[src/rtl/mask_compress.sv]
module mask_compress #(
  parameter int ELEMS = 64,
  localparam int IDXW = $clog2(ELEMS),
  localparam int LENW = $clog2(ELEMS + 1)
) (
  input  logic             clk,
  input  logic             rst_n,
  input  logic             start,
  input  logic [ELEMS-1:0] mask,
  input  logic [LENW-1:0]  vec_len,
  output logic             idx_wr_en,
  output logic [IDXW-1:0]  idx_slot,
  output logic [IDXW-1:0]  idx_value,
  output logic [LENW-1:0]  sel_count,
  output logic             done
);

  logic             busy;
  logic [ELEMS-1:0] mask_q;
  logic [LENW-1:0]  limit_q;
  logic [LENW-1:0]  pos_q;

  wire [LENW-1:0] len_clamped = (vec_len > LENW'(ELEMS)) ? LENW'(ELEMS) : vec_len;
  wire            last_pos    = (pos_q + LENW'(1)) == limit_q;
  wire            hit         = mask_q[pos_q[IDXW-1:0]];

  always_ff @(posedge clk or negedge rst_n) begin
    if (!rst_n) begin
      busy      <= 1'b0;
      mask_q    <= '0;
      limit_q   <= '0;
      pos_q     <= '0;
      sel_count <= '0;
      idx_wr_en <= 1'b0;
      idx_slot  <= '0;
      idx_value <= '0;
      done      <= 1'b0;
    end else begin
      idx_wr_en <= 1'b0;
      done      <= 1'b0;
      if (!busy) begin
        if (start) begin
          busy      <= 1'b1;
          mask_q    <= mask;
          limit_q   <= len_clamped;
          pos_q     <= '0;
          sel_count <= '0;
        end
      end else if (limit_q == '0) begin
        busy <= 1'b0;
        done <= 1'b1;
      end else begin
        if (hit) begin
          idx_wr_en <= 1'b1;
          idx_slot  <= sel_count[IDXW-1:0];
          idx_value <= pos_q[IDXW-1:0];
          sel_count <= sel_count + LENW'(1);
        end
        pos_q <= pos_q + LENW'(1);
        if (last_pos) begin
          busy <= 1'b0;
          done <= 1'b1;
        end
      end
    end
  end

endmodule

[config.mk]
export PLATFORM = sky130hd
export DESIGN_NAME = mask_compress
export DESIGN_NICKNAME = d
export VERILOG_FILES = /design/src/rtl/mask_compress.sv
export SDC_FILE = /design/constraint.sdc
export NUM_CORES = 1
export LEC_CHECK = 0
export ABC_AREA = 0
export CAP_MARGIN = 20
export CORE_ASPECT_RATIO = 0.9
export CORE_MARGIN = 1
export CORE_UTILIZATION = 55
export CTS_BUF_LIST = sky130_fd_sc_hd__clkbuf_16
export CTS_CLUSTER_DIAMETER = 120
export DETAILED_ROUTE_END_ITERATION = 6
export PLACE_DENSITY = 0.92
export SLEW_MARGIN = 20
export SYNTH_ARGS = -nofsm -noshare
export SYNTH_HDL_FRONTEND = slang
export SYNTH_SLANG_ARGS = --single-unit
export TNS_END_PERCENT = 1
[constraint.sdc]
create_clock -name clk -period 4.31 [get_ports clk]
set_input_delay 0.862 -clock clk [delete_from_list [all_inputs] [get_ports clk]]
set_output_delay 0.862 -clock clk [all_outputs]
set_load 0.01 [all_outputs]
Yosys cells after proc, flatten, opt, wreduce, memory -nomap -nowiden
Cells that the tools add are included.
{"block": "word_totals", "register_bits": 100, "in_bits": 74}
{"block": "classes", "addsub": 2, "order_cmp": 2, "eq_ne": 3, "mux": 19, "bitwise": 2, "reduce_logical": 6}
{"op": "$mux W7", "count": 7}
{"op": "$add A7 B1 Y7 const B", "count": 2}
{"op": "$mux W1", "count": 11}
{"op": "$eq A7 B7 Y1", "count": 1}
{"op": "$gt A7 B7 Y1 const B", "count": 1}
{"op": "$logic_not A7 Y1", "count": 1}
{"op": "$lt A6 B7 Y1 const B", "count": 1}
{"op": "$bmux W1 S6", "count": 1}
{"op": "$reduce_and A3 Y1", "count": 2}
{"op": "$reduce_and A2 Y1", "count": 2}
{"op": "$ne A2 B1 Y1 const B", "count": 1}
{"op": "$ne A2 B2 Y1 const B", "count": 1}
{"op": "$not A1 Y1", "count": 2}
{"op": "$reduce_bool A2 Y1", "count": 1}

Logic depth before layout (Yosys ltp)
{"block": "logic_depth", "depth_word": 5, "ltp_mapped": 10}

Worst setup path after synthesis
Ideal clock, no wire load.
{"block": "synth_timing", "kind": "flip-flop to flip-flop", "from": "register pos_q[0]", "to": "register idx_slot[2]", "setup_time_ps": 127, "t_arrival_ps": 2221, "setup_slack_ps": 1961, "stages_incl_launch_ff": 10, "path_buffers": 3, "period_less_slack_ps": 2349, "path_cell_list": "dfrtp_1 buf_6 buf_6 mux4_2 mux2_2 nand3b_1 nand4_2 nand3_4 buf_6 mux2_1"}
{"block": "synth_between", "elab_chain_cells": 3}
{"element": "start: declaration", "line_no": "21", "rtl": "logic [LENW-1:0] pos_q;"}
{"element": "start signal: assignment", "line_no": "59", "rtl": "pos_q <= pos_q + LENW'(1);"}
{"element": "$bmux W1 S6", "line_no": "25", "rtl": "wire hit = mask_q[pos_q[IDXW-1:0]];"}
{"element": "$mux W1 (not written as such)", "line_no": "25"}
{"element": "$reduce_and A3 Y1 (no line)"}
{"element": "end signal: assignment", "line_no": "55", "rtl": "idx_slot <= sel_count[IDXW-1:0];"}
{"element": "end: declaration", "line_no": "12", "rtl": "output logic [IDXW-1:0] idx_slot,"}
Every way passes these cells. The select of a mux whose other input is x is not followed.
A chain may end at the register's enable or synchronous reset.

Final worst setup path
{"block": "layout_timing", "from": "register pos_q[0]", "to": "register idx_slot[5]"}
Same word-level chain as after synthesis.

==> impl_metrics.tcl <==
set metrics [dict create \
    num-fill-cells 589 \
    worstSkewPairLatency_ns 0.35 \
    holdBufCountCts 0 \
    post_synth_num_cell_types 44 \
    fin_cells 706 \
    wl_per_cell_um 15.8 \
    vias 3869 \
    die_h_um 90.4 \
    htree_num_levels 3 \
    initial_core_util_pct 58.0 \
    design_area_sq_um 6030 \
    cp_max_fo 21 \
    clock_sink_count 100 \
    p_sw_mw 1.58 \
    synth_area_sq_um 4770 \
    slew-limit-headroom_pct 40.2 \
    cts.repair.resized 0 \
    dr.first_iter.drc_count 231 \
    drt-vias-per-instance 5.48 \
    grt.overflow.total 0 \
    finalMaxSlewViolations 0 \
    drive_gt1_share_pct 9.14 \
    drt-total-wl_um 11200 \
    cts_tree "yes" \
    cts-root-buf "clkbuf_16" \
    core_sq_um 8220 \
    syn_inst 509 \
    synth_flop_cell "dfrtp_1" \
    clk_path_buf_depth 2 \
    ys_warn_count 0 \
    tightestPinTransition_ns 0.897 \
    switching_share_pct 38.7 \
    hpwl_um 7820 \
    std_cell_rows 31 \
    period_share_pct 68.3 \
    slowest_delay_ns 0.79 \
    wl_met2_um 5520 \
    synth_fp_nets 585 \
    fmax_ghz 0.340 \
    path_class "reg -> reg" \
    die_area_sq_um 9060 \
    p_clk_share_pct 18.7 \
    crit_slowest_cell "dfrtp_2" \
    dieWidth_um 100 \
    grt_max_degree 67 \
    wl_met1_um 4740 \
    dr.max_layer_used "met4" \
    peakVddDrop_v 0.000272 \
    pwr-share-seq_pct 41.9 \
    crit_required_ns 4.54 \
    drcViolationCount 0 \
    grt_pass1_vias 3946 \
    area_delta_synth_final_pct 26.2 \
    clkSlewWorstSetupHoldPaths_ns 0.07 \
    setup_viol_count_final 0 \
    rsz0062_at_grt "false" \
    crit_top_cell "mux2_2" \
    setup_tns_ns 0 \
    grt_antenna_before_repair 0 \
    finalCriticalPeriod_ns 2.94 \
    power_mw 4.08 \
    status "completed" \
    cts_setup_buffers 0 \
    post-route-util_pct 73.3 \
    path_cells "mux4_2, mux2_2, nand3b_1, nand4_2, nand3_4, mux2_2" \
    hold_violations 0 \
    synth_seq_area_share_pct 52.4 \
    total_leakage_power_nw 2.85 \
    synth-edff-count 0 \
    layout_commonest_cell "nand2_1" \
    internal_power_mw 2.50 \
    async_reset_ff_share_pct 100 \
    dpl_cell_area_sq_um 5740 \
    dr_wl_met3_um 665 \
    grt_pass1_wl_um 18700 \
    track_usage_pct 26.8 \
    syn_area_per_cell_sq_um 9.38 \
    p_comb_share_pct 39.3 \
    cap_viol_max_count 0 \
    antenna_left 0 \
    worstPathArrival_ns 3.17 \
    fin_nets 662 \
    antenna_cells 0 \
    layout_common_cells "nand2_1 (235), dfrtp_1 (99), clkdlybuf4s50_1 (93)" \
    dpl.cell_count 690 \
    p_per_area_nw_per_um2 676 \
    worst_setup_path_end_kind "flop" \
    critPathLaunchType "flop" \
    skew_ns 0.0112 \
    place_congestion 0.842 \
    numCtsBuffers 9 \
    hold_class "reg -> reg" \
    top_level_ports 95 \
    portBuffers 94 \
    firstDrtPassIters 5 \
    ys_ff_latch 100 \
]
Yosys cell counts (all sizes together), types with 2 or more instances:
library cell,count,share of area (%)
nand4,6,0.92
o21a,3,0.47
nand3b,7,1.1
o211ai,4,0.73
nor3,2,0.21
clkbuf,16,1.3
xnor2,4,0.73
buf,17,2.1
nand3,10,1.3
o31ai,2,0.31
o21ai,15,1.6
nand2,235,18
dfrtp,100,52
mux2,18,4.2
a31oi,2,0.58
inv,2,0.16
mux4,9,4.2
a21oi,4,0.42
nand2b,5,0.66
mux2i,14,2.9
a22oi,5,0.79
nor2,8,0.63
a31o,3,0.55
a32o,2,0.42
nor2b,3,0.39
ha,2,0.52
xor2,4,0.73
worst paths after layout:
path                                        start                 endpoint  slack [ns]  cells after the start
max                          pos_q[0]$_DFFE_PN0P_  idx_slot[5]$_DFFE_PN0P_        1.37                      6
min                        mask_q[28]$_DFFE_PN0P_   mask_q[28]$_DFFE_PN0P_        0.48                      2
max reg2reg                  pos_q[0]$_DFFE_PN0P_  idx_slot[5]$_DFFE_PN0P_        1.37                      6
min reg2reg                mask_q[28]$_DFFE_PN0P_   mask_q[28]$_DFFE_PN0P_        0.48                      2
max in group asynchronous                   rst_n  idx_slot[0]$_DFFE_PN0P_        2.70                      2
min in group asynchronous                   rst_n   mask_q[56]$_DFFE_PN0P_        0.61                      1
area by class of cell:
type                    count  area [sq um]  area share [%]
clock buffers               9           225            3.74
inverters                   2          7.51           0.125
multi-input cells         374          2110            35.1
repair buffers             99           976            16.2
clock inverters             7          56.3           0.934
well taps                 115           144            2.39
flip-flops and latches    100          2500            41.5
cell families (layout without fill, tap and decap cells):
group | count (synthesis) | count (layout) | share of synthesized area, %
adder cells (fa/ha/maj) | 2 | 2 | 0.524
AO/OA/AOI/OAI | 42 | 42 | 6.21
flip-flops | 100 | 100 | 52.4
buffers and inverters | 35 | 117 | 3.51
multiplexers | 41 | 41 | 11.4
XOR/XNOR | 8 | 8 | 1.47
AND/OR/NAND/NOR | 281 | 281 | 24.4
state kept, by name (all words and copies together), names as in the netlist:
signal,flops
idx_slot,6
idx_wr_en,1
limit_q,7
busy,1
done,1
idx_value,6
pos_q,7
mask_q,64
sel_count,7
critical path: cells and delay by family, from the launching register on:
family / cells / cell delay [ns]
flops: 1 / 0.79
simple gates: 3 / 0.80
mux: 3 / 1.22
through the flow:
stage / hold WS (ns) / setup slack, ns
after floorplan: 0.440 / 1.96
after global placement: 0.455 / 1.13
after detailed placement: 0.459 / 1.01
after CTS: 0.480 / 1.00
after global routing: 0.485 / 1.20
final: 0.478 / 1.37
power groups by stage:
stage          clock network (mW)  logic (mW)  registers, mW
2_1_floorplan                   0        1.26           1.55
3_3_place_gp                    0        1.50           1.69
3_5_place_dp                    0        1.59           1.71
4_1_cts                     0.778        1.61           1.70
5_1_grt                     0.811        1.78           1.75
6_report                    0.764        1.60           1.71
per-layer routing:
metal | GRT usage, % | vias up
met1 | 34.3 | 1854
met3 | 5.57 | 23
met4 | 10.0 | 0
met5 | 0 | -
li1 | - | 1841
met2 | 45.0 | 151
(Power assumes the default switching activity.)
